$ cat config.mk
export PLATFORM = sky130hd
export DESIGN_NAME = ecc_codec_top
export DESIGN_NICKNAME = d
export VERILOG_FILES = /design/src/rtl/ecc_codec_pkg.sv /design/src/rtl/ecc_encoder.sv /design/src/rtl/ecc_decoder.sv /design/src/rtl/ecc_inject_ctl.sv /design/src/rtl/ecc_codec_top.sv
export SDC_FILE = /design/constraint.sdc
export NUM_CORES = 1
export LEC_CHECK = 0
export BUFFER_PORTS_ARGS = -buffer_cell sky130_fd_sc_hd__buf_2
export CORE_MARGIN = 2
export CORE_UTILIZATION = 25
export CTS_CLUSTER_DIAMETER = 40
export DETAILED_ROUTE_END_ITERATION = 10
export PLACE_DENSITY_LB_ADDON = 0.05
export SLEW_MARGIN = 10
export SYNTH_ARGS = -nofsm -noshare
export SYNTH_HDL_FRONTEND = slang
export SYNTH_SLANG_ARGS = --single-unit
$ cat constraint.sdc
create_clock -name clk -period 6.8 [get_ports clk]
set_clock_uncertainty 0.1 [all_clocks]
set_input_delay 1.02 -clock clk [delete_from_list [all_inputs] [get_ports clk]]
set_output_delay 1.02 -clock clk [all_outputs]
set_load 0.05 [all_outputs]
$ cat src/rtl/ecc_codec_pkg.sv
// Shared constants of the SECDED codec: word widths and the fixed parity
// columns of the 64 data bits. Check bit k always uses column 1<<k.
package ecc_codec_pkg;
    localparam int DATA_W = 64;
    localparam int CHK_W  = 8;

    // Parity column of each data bit, index = data bit position.
    localparam logic [7:0] DATA_COL [0:63] = '{
        8'hf4, 8'hf1, 8'hec, 8'hea, 8'he9, 8'he6, 8'he5, 8'he3,
        8'hdc, 8'hda, 8'hd9, 8'hd6, 8'hd5, 8'hd3, 8'hce, 8'hcb,
        8'hb5, 8'hb0, 8'had, 8'hab, 8'ha8, 8'ha7, 8'ha4, 8'ha2,
        8'h9d, 8'h9b, 8'h98, 8'h97, 8'h94, 8'h92, 8'h8f, 8'h8a,
        8'h75, 8'h70, 8'h6d, 8'h6b, 8'h68, 8'h67, 8'h64, 8'h62,
        8'h5e, 8'h5b, 8'h58, 8'h57, 8'h54, 8'h52, 8'h4f, 8'h4a,
        8'h34, 8'h31, 8'h2c, 8'h2a, 8'h29, 8'h26, 8'h25, 8'h23,
        8'h1c, 8'h1a, 8'h19, 8'h16, 8'h15, 8'h13, 8'h0e, 8'h0b
    };

    // Bit positions inside the control word.
    localparam int CTL_ARM_BIT  = 8;
    localparam int CTL_PAT_LO   = 16;
    localparam int CTL_WBEN_BIT = 24;
endpackage

$ cat src/rtl/ecc_encoder.sv
// Combinational check-code generator. It assumes DATA_W <= 64, since the
// column table covers 64 data bits.
module ecc_encoder
    import ecc_codec_pkg::*;
#(
    parameter int DW = DATA_W,
    parameter int CW = CHK_W
) (
    input  logic [DW-1:0] data_i,
    output logic [CW-1:0] check_o
);
    // XOR the column of every set data bit.
    always_comb begin
        check_o = '0;
        for (int i = 0; i < DW; i++) begin
            if (data_i[i]) check_o = check_o ^ DATA_COL[i][CW-1:0];
        end
    end
endmodule

$ cat src/rtl/ecc_decoder.sv
// Combinational syndrome decoder. It flips the single data bit whose column
// matches the syndrome. A one-hot syndrome marks a check-bit error, and every
// other nonzero syndrome is uncorrectable. It assumes that all columns are
// distinct and nonzero.
module ecc_decoder
    import ecc_codec_pkg::*;
#(
    parameter int DW = DATA_W,
    parameter int CW = CHK_W
) (
    input  logic [DW-1:0] data_i,
    input  logic [CW-1:0] check_i,
    output logic [DW-1:0] data_o,
    output logic [CW-1:0] syndrome_o,
    output logic          ce_o,
    output logic          ue_o
);
    logic [CW-1:0] recomputed;
    logic [DW-1:0] hit;
    logic          chk_hit;
    logic          any_err;

    ecc_encoder #(.DW(DW), .CW(CW)) u_recalc (
        .data_i  (data_i),
        .check_o (recomputed)
    );

    assign syndrome_o = recomputed ^ check_i;

    // One comparator per data bit against its column.
    for (genvar j = 0; j < DW; j++) begin : g_match
        assign hit[j] = (syndrome_o == DATA_COL[j][CW-1:0]);
    end

    // Classify the syndrome and repair the data word.
    always_comb begin
        chk_hit = $onehot(syndrome_o);
        any_err = |syndrome_o;
        data_o  = data_i ^ hit;
        ce_o    = (|hit) | chk_hit;
        ue_o    = any_err & ~ce_o;
    end
endmodule

$ cat src/rtl/ecc_inject_ctl.sv
// Control word for fault injection: XOR pattern, one-shot arm bit and
// writeback enable. A load wins over the self-clear caused by a write in the
// same cycle, and that write still sees the old value.
module ecc_inject_ctl
    import ecc_codec_pkg::*;
#(
    parameter int CW = CHK_W
) (
    input  logic          clk,
    input  logic          rst_n,
    input  logic          ctl_wr,
    input  logic [31:0]   ctl_wdata,
    input  logic          wr_valid,
    output logic [CW-1:0] inj_mask_o,
    output logic          wb_en_o,
    output logic [31:0]   ctl_rdata
);
    logic [CW-1:0] pat_q;
    logic          arm_q;
    logic          wben_q;
    logic          unused_bits;

    // Load the fields, or disarm after a write has used the pattern.
    always_ff @(posedge clk) begin
        if (!rst_n) begin
            pat_q  <= '0;
            arm_q  <= 1'b0;
            wben_q <= 1'b0;
        end else if (ctl_wr) begin
            pat_q  <= ctl_wdata[CTL_PAT_LO +: CW];
            arm_q  <= ctl_wdata[CTL_ARM_BIT];
            wben_q <= ctl_wdata[CTL_WBEN_BIT];
        end else if (wr_valid && arm_q) begin
            arm_q  <= 1'b0;
        end
    end

    // Readback image, with every unassigned bit at zero.
    always_comb begin
        ctl_rdata                       = '0;
        ctl_rdata[CTL_PAT_LO +: CW]     = pat_q;
        ctl_rdata[CTL_ARM_BIT]          = arm_q;
        ctl_rdata[CTL_WBEN_BIT]         = wben_q;
    end

    assign inj_mask_o  = arm_q ? pat_q : '0;
    assign wb_en_o     = wben_q;
    assign unused_bits = ^{ctl_wdata[31:25], ctl_wdata[15:9], ctl_wdata[7:0]};
endmodule

$ cat src/rtl/ecc_codec_top.sv
// SECDED codec top. The write path registers the data and its (possibly
// injected) check code. The read path registers the corrected data, the
// syndrome, the flags and the writeback request. Both paths have a latency
// of one clock.
module ecc_codec_top
    import ecc_codec_pkg::*;
#(
    parameter int DW = DATA_W,
    parameter int CW = CHK_W
) (
    input  logic          clk,
    input  logic          rst_n,
    input  logic          ctl_wr,
    input  logic [31:0]   ctl_wdata,
    output logic [31:0]   ctl_rdata,
    input  logic          wr_valid,
    input  logic [DW-1:0] wr_data,
    output logic          enc_valid,
    output logic [DW-1:0] enc_data,
    output logic [CW-1:0] enc_check,
    input  logic          rd_valid,
    input  logic [DW-1:0] rd_data,
    input  logic [CW-1:0] rd_check,
    output logic          dec_valid,
    output logic [DW-1:0] dec_data,
    output logic [CW-1:0] dec_syndrome,
    output logic          dec_ce,
    output logic          dec_ue,
    output logic          wb_req
);
    logic [CW-1:0] wr_check_c;
    logic [CW-1:0] inj_mask;
    logic          wb_en;
    logic [DW-1:0] fix_data_c;
    logic [CW-1:0] syn_c;
    logic          ce_c;
    logic          ue_c;

    ecc_inject_ctl #(.CW(CW)) u_ctl (
        .clk        (clk),
        .rst_n      (rst_n),
        .ctl_wr     (ctl_wr),
        .ctl_wdata  (ctl_wdata),
        .wr_valid   (wr_valid),
        .inj_mask_o (inj_mask),
        .wb_en_o    (wb_en),
        .ctl_rdata  (ctl_rdata)
    );

    ecc_encoder #(.DW(DW), .CW(CW)) u_enc (
        .data_i  (wr_data),
        .check_o (wr_check_c)
    );

    ecc_decoder #(.DW(DW), .CW(CW)) u_dec (
        .data_i     (rd_data),
        .check_i    (rd_check),
        .data_o     (fix_data_c),
        .syndrome_o (syn_c),
        .ce_o       (ce_c),
        .ue_o       (ue_c)
    );

    // Write-path register: capture the word and its injected code.
    always_ff @(posedge clk) begin
        if (!rst_n) begin
            enc_valid <= 1'b0;
            enc_data  <= '0;
            enc_check <= '0;
        end else begin
            enc_valid <= wr_valid;
            if (wr_valid) begin
                enc_data  <= wr_data;
                enc_check <= wr_check_c ^ inj_mask;
            end
        end
    end

    // Read-path register: the result and flags, qualified by rd_valid.
    always_ff @(posedge clk) begin
        if (!rst_n) begin
            dec_valid    <= 1'b0;
            dec_data     <= '0;
            dec_syndrome <= '0;
            dec_ce       <= 1'b0;
            dec_ue       <= 1'b0;
            wb_req       <= 1'b0;
        end else begin
            dec_valid    <= rd_valid;
            dec_data     <= fix_data_c;
            dec_syndrome <= syn_c;
            dec_ce       <= rd_valid & ce_c;
            dec_ue       <= rd_valid & ue_c;
            wb_req       <= rd_valid & ce_c & wb_en;
        end
    end
endmodule

=== Word level (Yosys, flattened, before mapping) ===
Index checks and enable logic that the tools add are counted.

* Word-level logic and storage cells: 354
* Flip-flop bits (word level): 159

* Multiplexer cells: 131
* Add/sub/neg operators: 7
* Reductions and logical operators: 4
* Equal/unequal tests: 65
* Bitwise gates (word level): 135

{| class="wikitable"
|+ Operator list
! operator !! count
|-
| 2-to-1 mux 8 bit || 65
|-
| NOT 5 bit || 62
|-
| == test 8 bit, second input constant || 32
|-
| 2-to-1 mux 7 bit || 32
|-
| NOT 3 bit || 64
|-
| == test 8 x 7 -> 1 bit, second input constant || 16
|-
| 2-to-1 mux 6 bit || 16
|-
| == test 8 x 6 -> 1 bit, second input constant || 8
|-
| OR reduction 64 bit || 1
|-
| bitwise XOR 64 bit || 1
|-
| 2-to-1 mux 5 bit || 12
|-
| == test 8 x 5 -> 1 bit, second input constant || 6
|-
| == test 8 x 4 -> 1 bit, second input constant || 2
|-
| 2-to-1 mux 4 bit || 4
|-
| bitwise XOR 8 bit || 2
|-
| adder 4 bit || 3
|-
| adder 1 x 1 -> 2 bit || 4
|-
| OR reduction 8 bit || 1
|-
| AND 1 bit || 4
|-
| == test 4 x 1 -> 1 bit, second input constant || 1
|-
| 2-to-1 mux 1 bit || 2
|-
| nonzero test 2 bit || 1
|-
| logical AND 1 bit || 1
|-
| NOT 1 bit || 1
|-
| OR 1 bit || 1
|}

=== Logic depth before layout (Yosys ltp) ===
Gate-level depths: netlist (run 1).

* Depth in word-level cells: 136
* Depth in mapped cells: 23
* Gate-level depth less buffers: 20

=== Modules after synthesis ===
Synthesis (run 1) repeated with hierarchy kept, for this count alone.

* Cell total of the unflattened synthesis: 1008
* Area, all modules: 9928.3 um2

{| class="wikitable"
|+ By module, submodules not included
! module !! seq. area each (um2) !! cells an instance !! area an instance (um2) !! times used
|-
| ecc_codec_top || 2982.9 || 403 || 4854.7 || 1
|-
| ecc_encoder || 0.0 || 131 || 1272.5 || 2
|-
| ecc_decoder || 0.0 || 278 || 1914.3 || 1
|-
| ecc_inject_ctl || 200.2 || 65 || 614.3 || 1
|}

=== Worst setup path before layout (run 1) ===
OpenSTA, ideal clock, no wires.

* Path type: input -> register
* From: input port rd_data[46]
* To: register wb_req
* Path slack: 0.889 ns
* Arrival: 5.696 ns
* Setup time: 0.115 ns
* Cell stages on the path: 23
* Buffers on the path: 3
* Cells stage by stage: clkbuf_1 > xnor2_1 > xnor2_1 > xnor2_1 > xnor2_1 > xnor2_1 > xor2_1 > ha_1 > clkbuf_1 > buf_4 > inv_1 > fa_1 > inv_1 > fa_1 > ha_1 > fa_1 > o41ai_1 > a211oi_1 > nand3_1 > a21oi_1 > nand4_1 > a311o_1 > and3_1

* Elaborated cells on any way between the ends: 111
* Those cells by class: add/sub: 6; eq/ne: 65; mux: 18; bitwise: 21; reduce/logical: 1

{| class="wikitable"
|+ RTL lines
! what !! RTL line !! text
|-
| from (decl) || ecc_codec_top.sv:22 || <nowiki>input logic [DW-1:0] rd_data,</nowiki>
|-
| 2-to-1 mux 7 bit * || ecc_encoder.sv:16 || <nowiki>if (data_i[i]) check_o = check_o ^ DATA_COL[i][CW-1:0];</nowiki>
|-
| NOT 3 bit (no line) || -- ||
|-
| 2-to-1 mux 7 bit * || ecc_encoder.sv:16 ||
|-
| bitwise XOR 8 bit * || ecc_decoder.sv:28 || <nowiki>assign syndrome_o = recomputed ^ check_i;</nowiki>
|-
| net syn_c[6] || ecc_codec_top.sv:35 || <nowiki>logic [CW-1:0] syn_c;</nowiki>
|-
| adder 1 x 1 -> 2 bit (implied by the code) || ecc_decoder.sv:37 || <nowiki>chk_hit = $onehot(syndrome_o);</nowiki>
|-
| adder 4 bit (implied by the code) (2 in a row) || ecc_decoder.sv:37 ||
|-
| == test 4 x 1 -> 1 bit || ecc_decoder.sv:37 ||
|-
| OR 1 bit * || ecc_decoder.sv:40 || <nowiki>ce_o = (|hit) | chk_hit;</nowiki>
|-
| AND 1 bit * (2 in a row) || ecc_codec_top.sv:94 || <nowiki>wb_req <= rd_valid & ce_c & wb_en;</nowiki>
|-
| to (signal assigned) || ecc_codec_top.sv:94 ||
|-
| to (decl) || ecc_codec_top.sv:29 || <nowiki>output logic wb_req</nowiki>
|}

Mark *: on every way through the listed nets, which the timed path passes. The rest lies on a longest branch.
A chain may end at the register's enable or synchronous reset.

=== Worst setup path in the final report (run 1) ===
* From: input port rd_data[27]
* To: register wb_req

* Elaborated cells on any way between the ends: 149
* Those cells by class: add/sub: 7; eq/ne: 65; mux: 37; bitwise: 39; reduce/logical: 1

{| class="wikitable"
|+ RTL lines
! what !! RTL line
|-
| 2-to-1 mux 8 bit * || ecc_encoder.sv:16
|-
| NOT 3 bit (no line) || --
|-
| 2-to-1 mux 8 bit * (2 in a row) || ecc_encoder.sv:16
|-
| NOT 5 bit (no line) || --
|-
| 2-to-1 mux 8 bit * (2 in a row) || ecc_encoder.sv:16
|-
| NOT 5 bit (no line) || --
|-
| 2-to-1 mux 7 bit * (2 in a row) || ecc_encoder.sv:16
|-
| NOT 5 bit (no line) || --
|-
| [... 42 more ...] || --
|-
| 2-to-1 mux 4 bit * (2 in a row) || ecc_encoder.sv:16
|-
| bitwise XOR 8 bit * || ecc_decoder.sv:28
|-
| net syn_c[2] || ecc_codec_top.sv:35
|-
| adder 1 x 1 -> 2 bit (implied by the code) || ecc_decoder.sv:37
|-
| adder 4 bit (implied by the code) (2 in a row) || ecc_decoder.sv:37
|-
| == test 4 x 1 -> 1 bit || ecc_decoder.sv:37
|-
| OR 1 bit * || ecc_decoder.sv:40
|-
| AND 1 bit * (2 in a row) || ecc_codec_top.sv:94
|}

Marks and branches as above.

==> results of run 1 <==
sequential cells by signal, summed over array words and instances (netlist names):
| name | count |
|---|---|
| enc_valid | 1 |
| dec_ce | 1 |
| enc_check | 8 |
| dec_valid | 1 |
| u_ctl.arm_q | 1 |
| u_ctl.pat_q | 8 |
| dec_ue | 1 |
| dec_syndrome | 8 |
| u_ctl.wb_en_o | 1 |
| wb_req | 1 |
| enc_data | 64 |
| dec_data | 64 |
metrics by stage:
| step | util | total power, W | hold slack, ns | area, µm² |
|---|---|---|---|---|
| final | 0.320 | 0.00700 | 0.385 | 12400 |
| after global routing | 0.320 | 0.00751 | 0.404 | 12400 |
| after CTS | 0.320 | 0.00706 | 0.386 | 12400 |
| after detailed placement | 0.304 | 0.00602 | 0.369 | 11800 |
| after global placement | 0.304 | 0.00601 | 0.357 | 11800 |
| after floorplan | - | 0.00452 | 0.374 | 9920 |
cell usage in the layout (no fill, tap or decap), types with 2 or more instances in the layout:
cell type,count
nand3_1,19
diode_2,3
or3_1,2
clkinv_2,4
a32o_1,2
o221ai_1,2
a22o_1,5
o21ai_0,10
fa_1,4
nand4_1,47
nor2_1,6
a21oi_1,7
inv_6,2
clkbuf_8,2
clkinvlp_4,3
nor2b_1,83
clkbuf_16,17
conb_1,22
and2_1,77
inv_1,17
nand2_1,22
clkinv_4,2
xnor3_1,3
bufinv_16,2
xnor2_1,290
nor3_1,7
buf_2,307
mux2i_1,79
buf_4,20
ha_1,17
dfxtp_1,159
a22oi_1,6
xor2_1,61
a21boi_0,3
o211a_1,2
power by group through the flow:
| stage | combinational (W) | sequential, W | clock, W |
|---|---|---|---|
| after global routing | 0.00534 | 0.00110 | 0.00108 |
| after floorplan | 0.00306 | 0.00146 | 0 |
| after global placement | 0.00491 | 0.00111 | 0 |
| final | 0.00492 | 0.00108 | 0.000996 |
| after detailed placement | 0.00492 | 0.00111 | 0 |
| after CTS | 0.00493 | 0.00109 | 0.00104 |
cell type report:
type,instances,area (µm²)
tap,518,648
clock buffer,19,453
inverter,17,63.8
fill,4178,26300
antenna,3,7.51
multi-input combinational,789,6210
clock inverter,13,138
sequential,159,3180
timing repair buffer,327,1690
worst max path at each step:
stage          slack [ns]  cells past startpoint   startpoint  endpoint
6_report             0.98                     21  rd_data[27]    wb_req
5_1_grt              0.70                     21   rd_data[1]    wb_req
4_1_cts              0.93                     21   rd_data[1]    wb_req
3_5_place_dp         0.45                     21   rd_data[1]    wb_req
3_3_place_gp         0.49                     21   rd_data[1]    wb_req
2_1_floorplan        0.89                     23  rd_data[46]    wb_req
logic make-up (layout without fill, tap and decap cells):
family,Yosys count,count (layout),share of synthesized area
AO/OA/AOI/OAI,46,46,0.0331
XOR/XNOR,355,355,0.320
adder cells (fa/ha/maj),21,21,0.0297
buffers and inverters,108,376,0.0540
flip-flops,159,159,0.323
multiplexers,79,79,0.0803
other,1,25,0.000381
AND/OR/NAND/NOR,266,266,0.159
metal layers:
layer | up-vias | wire, µm | track usage
li1 | 3867 | - | -
met1 | 3681 | 16100 | 0.223
met2 | 228 | 18800 | 0.317
met3 | 32 | 1790 | 0.0422
met4 | 4 | 607 | 0.0477
met5 | - | 30 | 0
worst max-delay path, cell delays in order:
cell and delay [ns]:
buf_2 0.15, xnor2_1 0.19, xnor2_1 0.12, xnor2_1 0.43, xor2_1 0.23, xnor2_1 0.11
xnor2_1 0.45, inv_1 0.13, ha_1 0.35, fa_1 0.37, inv_1 0.08, fa_1 0.42
ha_1 0.22, fa_1 0.49, o41ai_1 0.07, a211oi_1 0.31, nand3_1 0.12, a21oi_1 0.13
nand4_1 0.12, a311o_1 0.34, and3_1 0.19
==> impl_results.md, run 1 <==
* CTS tree: yes
* Via Count at 7,812
* Fin crit period at 5.82 ns
* Core box area at 38,700 µm²
* Critical path arrival at 6.05 ns
* Seq cells post-synth at 159
* Hold depth at 1
* Drt drc at 0
* Post-synth EDFFs at 0
* Mapped cell area at 9840 µm²
* Largest net degree at the start of global routing at 102
* Slew Viols, Final at 0
* Max Buffers Root-to-Sink at 2
* Worst-Margin Slew at 1.05 ns
* Worst r2r src: u_ctl.arm_q
* Post-place setup slack at 0.452 ns
* Hold-fix buffers, CTS at 0
* Top cells by area, synth: dfxtp_1, xnor2_1, mux2i_1
* 1st-iter DRT viols at 466
* Fmax at 172 MHz
* Grt total ovfl at 0
* Comb pwr share at 0.703
* Setup ws final at 0.979 ns
* Area leader, netlist: dfxtp_1
* Initial Utilization at 0.254
* Vias per inst at 4.23
* DR WL/cell at 20.2 µm
* GPL Wtd Cong at 0.795
* Fin crit share at 0.856
* Chip width at 202 µm
* Most frequent cell after synthesis: xnor2_1
* Crit path kind: input port to register
* Post-DP HPWL at 29,100 µm
* MaxCap Viol Count at 0
* Async set or reset register ratio after synthesis at 0
* Clock Sinks at 159
* Share of cells above drive strength 1 at 0.272
* Initial antenna violation count at 5
* Synth Flop Type: dfxtp_1
* CTS root buffer: clkbuf_16
* Setup violators final at 0
* Worst Setup End Kind: register
* Drt pass-1 iters at 5
* Non-filler instance count after layout at 1,845
* Mapped Avg Cell Area at 9.51 µm²
* Sequential fraction of the synthesis area at 0.323
* Synth warn at 0
* Hold path startpoint: enc_check[1]
* Post-Synthesis Cells at 1,035
* Synth top cells by count: xnor2_1, dfxtp_1, nor2b_1
* Global-route wire length before repair at 54,200 µm
* Crit-path max FO at 4
* Outcome: complete, no violations
* Hold Path Class: register to register
* Setup Buffers After CTS at 0
* Setup TNS at 0 ns
* Worst R2R Path Depth at 8
* Clk pwr share at 0.142
* CTS Buf Count at 17
* Distinct cell type count after synthesis at 43
* Cell Rows at 72
* P&R area growth vs syn at 25.9%
* Worst-Skew Late Latency at 0.44 ns
* Cell Pwr Density at 565 nW/µm²
* Flop pwr share at 0.155
* H-tree depth at 4
* Switching pwr at 0.00379 W
* Pleak at 5.33 nW
* Hold worst-path end: enc_check[1]
* CTS resizes at 0
* Die footprint at 41,000 µm²
* Clock-pin slew on the worst setup and hold paths at 0.07 ns
* RSZ-0062 raised after global routing: false
* Switching share of power at 0.542
* Die Span Y at 202 µm
* Worst R2R Setup Slack at 4.63 ns
* Dpl cells at 1,810
* Worst reg2reg endpoint: enc_check[0]
* Final Hold Viols at 0
* Slew margin rel. at 0.303
* DRT Wirelength at 37,300 µm
* Antenna viol nets, final at 0
* Internal at 0.00321 W
* Share of the synthesized area in the top cell type at 0.323
* Boundary Pins at 354
* Final nets at 1,505
* Max rail drop VDD at 0.602 mV
* Vias in the first global route at 8,088
* Worst EP required at 7.03 ns
* Crit start category: input port
* Port buffer count at 309
* Total GRT Usage at 0.181
(Power assumes the default switching activity.)
==> inputs of run 2 (changes only) <==
Settings changed: CTS_BUF_LIST set to sky130_fd_sc_hd__clkbuf_16, PLACE_DENSITY set to 0.44, PLACE_DENSITY_LB_ADDON 0.05 to unset.
==> run 2 against run 1 <==
Effect of this change: via count shrank 0.54%; register-to-register slack lost 0.09 ns; flip-flop and latch count is the same; die area is the same; critical endpoint unchanged; sequential power is essentially flat; total power shrank 1.9%; final cell count fell by 0.43%; critical path type unchanged; first-iteration DRC count is 19% lower.
==> impl_results.md, run 2 (synthesis results as in run 1) <==
* H-tree depth at 4 (unchanged)
* Setup TNS at 0 ns (unchanged)
* Commonest non-fill, non-tap cell in the layout: buf_2
* Worst Setup End Kind: register
* Total GRT Usage at 0.169 (-0.0128)
* RSZ-0062 raised after global routing: false
* Boundary Pins at 354 (unchanged)
* Slew margin rel. at 0.191 (-0.112)
* Largest registers: dec_data: 64 flops, enc_data: 64 flops
* Vias in the first global route at 8,092 (+0.049%)
* Via Count at 7,770 (-0.54%)
* Final Hold Viols at 0 (unchanged)
* Crit start category: input port
* Max Buffers Root-to-Sink at 2 (unchanged)
* Grt total ovfl at 0 (unchanged)
* Multi-input gate area at 6210 µm² (-0.12%)
* Worst-Skew Late Latency at 0.44 ns (about the same)
* Hold-fix buffers, CTS at 0 (unchanged)
* Final nets at 1,500 (-0.33%)
* Critical path arrival at 6.00 ns (-0.05 ns)
* Slew Viols, Final at 0 (unchanged)
* CTS resizes at 0 (unchanged)
* Post-route cell area at 12,300 µm² (-0.40%)
* Core box area at 38,700 µm² (unchanged)
* Largest net degree at the start of global routing at 84 (-18%)
* Crit-path max FO at 4 (unchanged)
* Clock-pin slew on the worst setup and hold paths at 0.07 ns (about the same)
* 1st-iter DRT viols at 379 (-19%)
* CTS Buf Count at 17 (unchanged)
* Cell Rows at 72 (unchanged)
* P&R area growth vs syn at 25.4%
* Share of cells above drive strength 1 at 0.265 (-0.00655)
* DR WL/cell at 18.7 µm (-7.4%)
* Max rail drop VDD at 0.567 mV (-5.9%)
* Hold path startpoint: enc_check[0]
* Fill cell count at 4,153 (-0.60%)
* Clock Sinks at 159 (unchanged)
* Initial Utilization at 0.254 (unchanged)
* Die footprint at 41,000 µm² (unchanged)
* Vias per inst at 4.23 (-0.10%)
* Setup crit start: rd_data[18]
* Worst r2r src: u_ctl.arm_q
* Drt drc at 0 (unchanged)
* Fmax at 173 MHz (+0.88%)
* Pleak at 5.31 nW (-0.51%)
* Fin crit share at 0.849 (-0.00743)
* Initial antenna violation count at 1 (-4)
* Placed inst area at 11,800 µm² (-0.38%)
* Drt pass-1 iters at 4 (-1)
* Port buffer count at 309 (unchanged)
* Setup violators final at 0 (unchanged)
* Setup Buffers After CTS at 0 (unchanged)
* Die Span Y at 202 µm (unchanged)
* Cell Pwr Density at 556 nW/µm² (-1.5%)
* Crit path kind: input port to register
* Worst EP required at 7.03 ns (about the same)
* Hold Path Class: register to register
* N_diodes at 0 (-3)
* Post-DP HPWL at 26,900 µm (-7.7%)
* Global-route wire length before repair at 51,300 µm (-5.4%)
* FF/Latch Area at 3180 µm² (unchanged)
* Antenna viol nets, final at 0 (unchanged)
* CTS tree: yes
* Chip width at 202 µm (unchanged)
* CTS root buffer: clkbuf_16
* Worst-Margin Slew at 1.21 ns (+0.168 ns)
* Fin crit period at 5.77 ns (-0.0505 ns)
* DRT Wirelength at 34,400 µm (-7.8%)
* Post-route core utilization at 0.319 (-0.00129)
* GPL Wtd Cong at 0.821 (+3.2%)
* MaxCap Viol Count at 0 (unchanged)
* Commonest cells after routing, fill and taps aside: buf_2, xnor2_1, dfxtp_1
* Outcome: complete, no violations
## run 2: cell count changes in the layout (fill, tap and decap cells not counted), sizes merged
cell      before  now
buf          327  322
bufinv         2    3
clkbuf        19   17
clkinvlp       3    2
diode          3    0
inv           19   21
## run 2: area by class of cell
class,instances,share of cell area
multi-input combinational,789,0.503
sequential,159,0.258
clock inverter,15,0.0136
clock buffer,17,0.0345
inverter,17,0.00517
tap,518,0.0525
timing repair buffer,322,0.134
## run 2: routing by layer
| layer | routed length, µm | track usage |
|---|---|---|
| met3 | 1810 | 0.0406 |
| met2 | 16600 | 0.285 |
| met1 | 15400 | 0.213 |
| met4 | 613 | 0.0474 |
| met5 | 16 | 0 |
## run 2: path summary, 6_finish.rpt
| check | end | slack (ns) | cells after the start |
|---|---|---|---|
| setup / recovery | wb_req | 1.03 | 21 |
| hold / removal | enc_check[0] | 0.38 | 1 |
| setup reg to reg | enc_check[0] | 4.54 | 8 |
| hold reg to reg | enc_check[0] | 0.38 | 1 |
## run 2: critical path, stage by stage
cell	delay, ns
buf_2	0.13
xnor2_1	0.39
xnor2_1	0.15
xnor2_1	0.30
xnor2_1	0.18
xnor2_1	0.12
xnor2_1	0.37
ha_1	0.25
inv_1	0.08
fa_1	0.49
inv_1	0.06
fa_1	0.47
ha_1	0.22
fa_1	0.49
o41ai_1	0.10
a211oi_1	0.27
nand3_1	0.12
a21oi_1	0.13
nand4_1	0.11
a311o_1	0.35
and3_1	0.20
## run 2: power breakdown
part / internal (W) / total [W] / switching (W) / leakage, nW
clock: 0.000576 / 0.00100 / 0.000428 / 0.289
sequential: 0.00104 / 0.00109 / 0.0000451 / 1.32
combinational: 0.00155 / 0.00477 / 0.00323 / 3.70
## run 2: metrics by stage
| stage | cells | hold WS (ns) | total power [W] | setup WS, ns |
|---|---|---|---|---|
| finish | 1837 | 0.379 | 0.00687 | 1.03 |
| global route | 1837 | 0.399 | 0.00743 | 0.674 |
| CTS | 1837 | 0.382 | 0.00693 | 0.993 |
| detailed placement | 1805 | 0.364 | 0.00587 | 0.543 |
| global placement | 1805 | 0.360 | 0.00583 | 0.561 |
| floorplan | 1056 | 0.374 | 0.00452 | 0.889 |
